$ cat src/rtl/lut_slice_pkg.sv
package lut_slice_pkg;

  localparam int MODE_W = 3;

  typedef enum logic [MODE_W-1:0] {
    MODE_LOGIC     = 3'd0,
    MODE_RAM_SPLIT = 3'd1,
    MODE_RAM_WIDE  = 3'd2,
    MODE_RAM_DEEP  = 3'd3,
    MODE_RAM_DUAL  = 3'd4,
    MODE_SHIFT     = 3'd5
  } slice_mode_e;

  localparam int NUM_TABLES = 2;
  localparam int TBL_F      = 0;
  localparam int TBL_G      = 1;

endpackage

$ cat src/rtl/lut_slice_ctrl.sv
module lut_slice_ctrl
  import lut_slice_pkg::*;
#(
  parameter int AW = 4
) (
  input  logic                             clk_i,
  input  logic                             rst_ni,
  input  logic [MODE_W-1:0]                mode_i,
  input  logic [AW-1:0]                    f_in_i,
  input  logic [AW-1:0]                    g_in_i,
  input  logic                             hi_i,
  input  logic [AW-1:0]                    dp_i,
  input  logic                             d_f_i,
  input  logic                             d_g_i,
  input  logic                             we_i,
  output logic [NUM_TABLES-1:0]            wr_en_o,
  output logic [NUM_TABLES-1:0][AW-1:0]    wr_idx_o,
  output logic [NUM_TABLES-1:0]            wr_bit_o,
  output logic [NUM_TABLES-1:0]            sh_en_o,
  output logic [NUM_TABLES-1:0]            sh_bit_o,
  output logic [NUM_TABLES-1:0][AW-1:0]    rd_idx_o,
  output logic                             sel_hi_o
);

  always_comb begin
    wr_en_o  = '0;
    sh_en_o  = '0;
    sel_hi_o = 1'b0;
    wr_idx_o[TBL_F] = f_in_i;
    wr_idx_o[TBL_G] = f_in_i;
    wr_bit_o[TBL_F] = d_f_i;
    wr_bit_o[TBL_G] = d_g_i;
    sh_bit_o[TBL_F] = d_f_i;
    sh_bit_o[TBL_G] = d_g_i;
    rd_idx_o[TBL_F] = f_in_i;
    rd_idx_o[TBL_G] = g_in_i;
    case (mode_i)
      MODE_RAM_SPLIT: begin
        wr_en_o         = {NUM_TABLES{we_i}};
        wr_idx_o[TBL_G] = g_in_i;
      end
      MODE_RAM_WIDE: begin
        wr_en_o         = {NUM_TABLES{we_i}};
        rd_idx_o[TBL_G] = f_in_i;
      end
      MODE_RAM_DEEP: begin
        wr_en_o[TBL_F]  = we_i & ~hi_i;
        wr_en_o[TBL_G]  = we_i & hi_i;
        wr_bit_o[TBL_G] = d_f_i;
        rd_idx_o[TBL_G] = f_in_i;
        sel_hi_o        = hi_i;
      end
      MODE_RAM_DUAL: begin
        wr_en_o         = {NUM_TABLES{we_i}};
        wr_bit_o[TBL_G] = d_f_i;
        rd_idx_o[TBL_G] = dp_i;
      end
      MODE_SHIFT: begin
        sh_en_o = {NUM_TABLES{we_i}};
      end
      default: begin
      end
    endcase
  end

  // logic and unused codes issue no table update
  a_r10_logic_quiet: assert property (@(posedge clk_i) disable iff (!rst_ni)
    (mode_i == MODE_LOGIC || mode_i > MODE_SHIFT) |-> (wr_en_o == '0 && sh_en_o == '0));

  // deep mode writes at most one table
  a_r5_deep_one_table: assert property (@(posedge clk_i) disable iff (!rst_ni)
    (mode_i == MODE_RAM_DEEP) |-> $onehot0(wr_en_o));

  // shifting and random writes never coexist
  a_r7_shift_exclusive: assert property (@(posedge clk_i) disable iff (!rst_ni)
    (sh_en_o != '0) |-> (wr_en_o == '0));

endmodule

$ cat src/rtl/lut_slice_table.sv
module lut_slice_table #(
  parameter int              AW    = 4,
  parameter int              DEPTH = 1 << AW,
  parameter logic [DEPTH-1:0] INIT = '0
) (
  input  logic          clk_i,
  input  logic          rst_ni,
  input  logic          wr_en_i,
  input  logic [AW-1:0] wr_idx_i,
  input  logic          wr_bit_i,
  input  logic          sh_en_i,
  input  logic          sh_bit_i,
  input  logic [AW-1:0] rd_idx_i,
  output logic          rd_bit_o,
  output logic          top_bit_o
);

  logic [DEPTH-1:0] mem_q;
  logic [DEPTH-1:0] mem_d;

  always_comb begin
    mem_d = mem_q;
    if (sh_en_i) begin
      mem_d = {mem_q[DEPTH-2:0], sh_bit_i};
    end else if (wr_en_i) begin
      mem_d[wr_idx_i] = wr_bit_i;
    end
  end

  always_ff @(posedge clk_i or negedge rst_ni) begin
    if (!rst_ni) begin
      mem_q <= INIT;
    end else begin
      mem_q <= mem_d;
    end
  end

  assign rd_bit_o  = mem_q[rd_idx_i];
  assign top_bit_o = mem_q[DEPTH-1];

  // no enable, no change
  a_r11_hold: assert property (@(posedge clk_i) disable iff (!rst_ni)
    (!wr_en_i && !sh_en_i) |=> (mem_q == $past(mem_q)));

  // an enabled write lands at its address
  a_r3_write_lands: assert property (@(posedge clk_i) disable iff (!rst_ni)
    (wr_en_i && !sh_en_i) |=> (mem_q[$past(wr_idx_i)] == $past(wr_bit_i)));

  // shifted bit enters at position 0, old bit 0 moves to 1
  a_r7_shift_entry: assert property (@(posedge clk_i) disable iff (!rst_ni)
    sh_en_i |=> (mem_q[0] == $past(sh_bit_i) && mem_q[1] == $past(mem_q[0])));

endmodule

$ cat src/rtl/lut_slice_outreg.sv
module lut_slice_outreg (
  input  logic clk_i,
  input  logic rst_ni,
  input  logic ce_i,
  input  logic sel_hi_i,
  input  logic bit_f_i,
  input  logic bit_g_i,
  output logic out_f_o,
  output logic out_g_o,
  output logic reg_f_o,
  output logic reg_g_o
);

  logic reg_f_d;
  logic reg_g_d;

  assign out_f_o = sel_hi_i ? bit_g_i : bit_f_i;
  assign out_g_o = bit_g_i;

  always_comb begin
    reg_f_d = reg_f_o;
    reg_g_d = reg_g_o;
    if (ce_i) begin
      reg_f_d = out_f_o;
      reg_g_d = out_g_o;
    end
  end

  always_ff @(posedge clk_i or negedge rst_ni) begin
    if (!rst_ni) begin
      reg_f_o <= 1'b0;
      reg_g_o <= 1'b0;
    end else begin
      reg_f_o <= reg_f_d;
      reg_g_o <= reg_g_d;
    end
  end

  // disabled flops hold
  a_r9_reg_hold: assert property (@(posedge clk_i) disable iff (!rst_ni)
    !ce_i |=> (reg_f_o == $past(reg_f_o) && reg_g_o == $past(reg_g_o)));

  // enabled flops capture the combinational outputs
  a_r9_reg_load: assert property (@(posedge clk_i) disable iff (!rst_ni)
    ce_i |=> (reg_f_o == $past(out_f_o) && reg_g_o == $past(out_g_o)));

endmodule

$ cat src/rtl/lut_slice.sv
module lut_slice
  import lut_slice_pkg::*;
#(
  parameter int               LUT_IN = 4,
  parameter logic [15:0]      INIT_F = 16'h6996,
  parameter logic [15:0]      INIT_G = 16'h8000
) (
  input  logic              clk,
  input  logic              rst_n,
  input  logic [MODE_W-1:0] mode,
  input  logic [LUT_IN-1:0] f_in,
  input  logic [LUT_IN-1:0] g_in,
  input  logic              addr_hi,
  input  logic [LUT_IN-1:0] dp_addr,
  input  logic              d_f,
  input  logic              d_g,
  input  logic              we,
  input  logic              reg_ce,
  output logic              out_f,
  output logic              out_g,
  output logic              reg_f,
  output logic              reg_g,
  output logic              casc_f,
  output logic              casc_g
);

  localparam int DEPTH = 1 << LUT_IN;

  logic rst_meta;
  logic rst_sync;

  always_ff @(posedge clk or negedge rst_n) begin
    if (!rst_n) begin
      rst_meta <= 1'b0;
      rst_sync <= 1'b0;
    end else begin
      rst_meta <= 1'b1;
      rst_sync <= rst_meta;
    end
  end

  logic [NUM_TABLES-1:0]             wr_en;
  logic [NUM_TABLES-1:0][LUT_IN-1:0] wr_idx;
  logic [NUM_TABLES-1:0]             wr_bit;
  logic [NUM_TABLES-1:0]             sh_en;
  logic [NUM_TABLES-1:0]             sh_bit;
  logic [NUM_TABLES-1:0][LUT_IN-1:0] rd_idx;
  logic [NUM_TABLES-1:0]             rd_bit;
  logic [NUM_TABLES-1:0]             top_bit;
  logic                              sel_hi;

  lut_slice_ctrl #(.AW(LUT_IN)) u_ctrl (
    .clk_i    (clk),
    .rst_ni   (rst_sync),
    .mode_i   (mode),
    .f_in_i   (f_in),
    .g_in_i   (g_in),
    .hi_i     (addr_hi),
    .dp_i     (dp_addr),
    .d_f_i    (d_f),
    .d_g_i    (d_g),
    .we_i     (we),
    .wr_en_o  (wr_en),
    .wr_idx_o (wr_idx),
    .wr_bit_o (wr_bit),
    .sh_en_o  (sh_en),
    .sh_bit_o (sh_bit),
    .rd_idx_o (rd_idx),
    .sel_hi_o (sel_hi)
  );

  for (genvar t = 0; t < NUM_TABLES; t++) begin : g_tbl
    localparam logic [DEPTH-1:0] TINIT = (t == TBL_F) ? DEPTH'(INIT_F) : DEPTH'(INIT_G);
    lut_slice_table #(.AW(LUT_IN), .DEPTH(DEPTH), .INIT(TINIT)) u_table (
      .clk_i     (clk),
      .rst_ni    (rst_sync),
      .wr_en_i   (wr_en[t]),
      .wr_idx_i  (wr_idx[t]),
      .wr_bit_i  (wr_bit[t]),
      .sh_en_i   (sh_en[t]),
      .sh_bit_i  (sh_bit[t]),
      .rd_idx_i  (rd_idx[t]),
      .rd_bit_o  (rd_bit[t]),
      .top_bit_o (top_bit[t])
    );
  end

  lut_slice_outreg u_outreg (
    .clk_i    (clk),
    .rst_ni   (rst_sync),
    .ce_i     (reg_ce),
    .sel_hi_i (sel_hi),
    .bit_f_i  (rd_bit[TBL_F]),
    .bit_g_i  (rd_bit[TBL_G]),
    .out_f_o  (out_f),
    .out_g_o  (out_g),
    .reg_f_o  (reg_f),
    .reg_g_o  (reg_g)
  );

  assign casc_f = top_bit[TBL_F];
  assign casc_g = top_bit[TBL_G];

  // flops are clear while reset is held
  a_r1_reset_clear: assert property (@(posedge clk)
    !rst_sync |-> (reg_f == 1'b0 && reg_g == 1'b0));

  // cascade bits only move on an enabled edge
  a_r8_casc_stable: assert property (@(posedge clk) disable iff (!rst_sync)
    (!we) |=> ($stable(casc_f) && $stable(casc_g)));

endmodule

$ cat config.mk
export PLATFORM = sky130hd
export DESIGN_NAME = lut_slice
export DESIGN_NICKNAME = d
export VERILOG_FILES = /design/src/rtl/lut_slice_pkg.sv /design/src/rtl/lut_slice_ctrl.sv /design/src/rtl/lut_slice_table.sv /design/src/rtl/lut_slice_outreg.sv /design/src/rtl/lut_slice.sv
export SDC_FILE = /design/constraint.sdc
export NUM_CORES = 1
export LEC_CHECK = 0
export CORE_ASPECT_RATIO = 0.75
export CORE_UTILIZATION = 47
export CTS_CLUSTER_DIAMETER = 200
export CTS_CLUSTER_SIZE = 12
export DETAILED_ROUTE_END_ITERATION = 8
export GPL_TIMING_DRIVEN = 0
export MAX_ROUTING_LAYER = met4
export PLACE_DENSITY_LB_ADDON = 0.1
export SLEW_MARGIN = 10
export SYNTH_ARGS = -nofsm -noshare
export SYNTH_HDL_FRONTEND = slang
export SYNTH_SLANG_ARGS = --single-unit
$ cat constraint.sdc
create_clock -name clk -period 4.7 [get_ports clk]
set_input_delay 0.705 -clock clk [delete_from_list [all_inputs] [get_ports clk]]
set_output_delay 0.705 -clock clk [all_outputs]
set_load 0.01 [all_outputs]
==> summary.md <==
| Metric | Value |
|---|---|
| Vias | 2631 |
| Mapped cell area | 0.002649 mm^2 |
| Synth warnings | 0 |
| Synth Area in Compound Gates | 27.63% |
| Worst-Skew Late Latency | 0.29 ns |
| Fmax | 220.8 MHz |
| Filler Cell Count | 509 |
| Leak | 1.080 nW |
| PD cells | 334.4 mW/mm^2 |
| Commonest non-fill, non-tap cell in the layout | a21oi_1 |
| Root Buffer | clkbuf_8 |
| Initial antenna violation count | 0 |
| # DRC | 0 |
| CTS Buf Count | 5 |
| Final Slew Violations | 0 |
| Footprint of the multi-input gates | 0.001599 mm^2 |
| Design area | 0.003074 mm^2 |
| Post-synthesis mux area share | 10.96% |
| Adder-Cell Fraction of Synth Area | 0% |
| Number of diodes | 0 |
| Top FF cell, synth | dfrtp_1 |
| TritonCTS Sinks | 36 |
| Worst hold slack | 0.3479 ns |
| Pin count of the biggest net entering global routing | 35 |
| Status | completed |
| Synth Area in Simple Gates | 21.63% |
| IO Pins | 28 |
| Metal1 wirelength | 3.746 mm |
| Highest routed layer | met4 |
| Area grow syn2layout | 16.06% |
| Die W | 88.69 um |
| Core area | 0.005381 mm^2 |
| Post-Synth XOR/XNOR Area | 0% |
| Placer Congestion | 0.9571 |
| Endpoints failing hold | 0 |
| Area after DPL | 0.002974 mm^2 |
| Gate Count Post-Synth | 335 |
| Number of buffers added for setup after CTS | 0 |
| Layout cells sized above 1 | 10.66% |
| Post-CTS Hold Fix Bufs | 0 |
| P_int | 0.6869 mW |
| Max_cap viols | 0 |
| TritonRoute pass-1 iters | 5 |
| Routed Antenna Nets | 0 |
| Reg-to-reg critical path startpoint | g_tbl[1].u_table.mem_q[15] |
| H-tree lvl count | 2 |
| Syn_nets | 357 |
| Comb pwr share | 30.0% |
| PostCTS Resize Cnt | 0 |
| Top cell type by total area after synthesis | dfrtp_1 |
| Yosys cell types | 38 |
| Worst EP arrival | 3.82 ns |
| Finish-stage setup viols | 0 |
| Number of global-route vias before repair | 2294 |
| Starting density of the core | 49.22% |
| RSZ-0062 raised after global routing | no |
| NetSw | 0.3412 mW |
| CP cell instances | clkdlybuf4s50_1 > mux2_2 > nand2_1 > and2_1 > buf_6 > a2111oi_0 > or4_1 > or3_1 > nand2_1 > clkdlybuf4s50_1 |
| CTS max path bufs | 2 |
| Worst relative slew slack | 49.45% |
| CP Launch Type | input port |
| Fraction of synthesized cell area taken by the top area cell type | 25.51% |
| Sequential power share | 46.0% |
| Layout Utilization | 57.13% |
| GRT overflow | 0 |
| CP Capture Type | output pin |
| Skew final | 0.007740 ns |
| Main combinational cell family by area after synthesis | compound AO/OA/AOI/OAI gates |
| Worst Tran Pin Value | 0.7582 ns |
| Peak supply drop | 0.1875 mV |
| Buffers on Ports | 23 |
| Initial DRC count | 339 |
| Worst stage delay on the critical path | 0.62 ns |
| CP max FO | 9 |
| Via/cell ratio | 5.966 |
| Critical path type | in2out |
| Hold Path Class | reg2async |
| Net Sw Frac | 33.19% |
| WP buf/inv | 3 |
| Detail Placement HPWL | 5.607 mm |
| Chip height | 67.02 um |
| TritonCTS clock tree | built |
| Slowest-stage cell, CP | or4_1 |
| Final critical-path required period | 4.530 ns |
| Worst setup path startpoint | g_in[1] |
| Crit path max-delay family | simple AND/OR/NAND/NOR gates |
| Commonest non-fill, non-tap cells in the layout | a21oi_1, nor2_1, nand2_1 |
| Clock power frac | 24.0% |
| Met2 WL | 2.954 mm |
| Syn_area_per_cell | 7.907 um^2 |
| Die area | 0.005943 mm^2 |
| Critical Path RT | 3.99 ns |
| Number of flops mapped to enable cells by yosys | 0 |
| Async SR Flop Fraction | 100.0% |
| Top cells by area, synth | dfrtp_1, a21oi_1, dfstp_2, nor2_1, a22oi_1 |
| WL/cell | 17.06 um |
| Total negative slack | 0 ns |
| Global-route wire length before repair | 12.03 mm |
| Final Cycle Share | 96.38% |
| Seq cells post-synth | 36 |
| Detail Route met3 WL | 784 um |
| Routed WL | 7.524 mm |
| Final #Nets | 387 |
| Rows | 23 |
| Register Area | 913.4 um^2 |
| Post-synthesis sequential area ratio | 34.44% |
| Tot GR Track Use | 28.10% |
| CTS clock-pin slew for the worst setup and hold paths | 0.08 ns |
path summary, 6_finish.rpt:
kind,end,slack (ns),cells after the start
worst max-delay path,out_f,0.17,10
min in group clk,rst_sync,0.36,0
worst min register to register,g_tbl[1].u_table.mem_q[7],0.35,0
max in group asynchronous,u_outreg.reg_f_o,3.87,0
worst min-delay path,g_tbl[1].u_table.mem_q[7],0.35,0
worst max register to register,u_outreg.reg_f_o,2.77,5
power groups by stage:
stage / Clock (mW) / Combinational [mW] / Sequential, mW
4_1_cts: 0.254 / 0.305 / 0.471
3_3_place_gp: 0 / 0.300 / 0.476
6_report: 0.247 / 0.308 / 0.473
2_1_floorplan: 0 / 0.204 / 0.460
5_1_grt: 0.267 / 0.341 / 0.485
3_5_place_dp: 0 / 0.304 / 0.476
cells by family (layout without fill, tap and decap cells):
group,count (synthesis),in the layout
and+or+nand+nor,124,124
AOI/OAI and AO/OA,121,121
DFF,36,36
buffers and inverters,31,62
muxes,22,22
other,1,1
routing by layer:
metal / up-vias / global-route usage [%]
li1: 1276 / -
met1: 1207 / 44.22
met2: 142 / 36.54
met3: 6 / 5.204
met4: 0 / 5.444
met5: - / -
stage by stage:
step | setup WS, ns | total power, mW | instances
2_1_floorplan | 1.293 | 0.6643 | 335
3_3_place_gp | 0.2481 | 0.7758 | 433
3_5_place_dp | 0.2175 | 0.7803 | 433
4_1_cts | 0.2062 | 1.030 | 441
5_1_grt | 0.1015 | 1.093 | 441
6_report | 0.1701 | 1.028 | 441
Yosys cell counts, types with 2 or more instances:
library cell / number
a2111oi_0: 4
a21boi_0: 6
a21oi_1: 76
a22oi_1: 16
a32o_1: 2
and2_1: 3
buf_2: 2
buf_6: 2
clkbuf_1: 18
dfrtp_1: 27
dfstp_2: 9
inv_1: 7
mux2_2: 6
mux2i_1: 11
mux4_2: 5
nand2_1: 29
nand2b_1: 2
nand3_1: 14
nand4_1: 5
nor2_1: 48
nor2b_1: 13
nor3_1: 4
o2111ai_1: 4
o21a_1: 2
o21ai_0: 4
o21ai_1: 2
o31ai_1: 2
or2_2: 2
sequential cells by signal (all words and copies together) (netlist names):
register / flops
rst_meta: 1
rst_sync: 1
u_outreg.reg_f_o: 1
g_tbl.u_table.mem_q: 32
u_outreg.reg_g_o: 1
final cells by class:
type | instances | share of cell area [%]
Buffer | 23 | 3.500
Multi-Input combinational cell | 268 | 52.01
Clock buffer | 8 | 3.256
Tap cell | 75 | 3.053
Timing Repair Buffer | 23 | 7.489
Sequential cell | 36 | 29.71
Inverter | 8 | 0.9768
(Power assumes the default switching activity.)
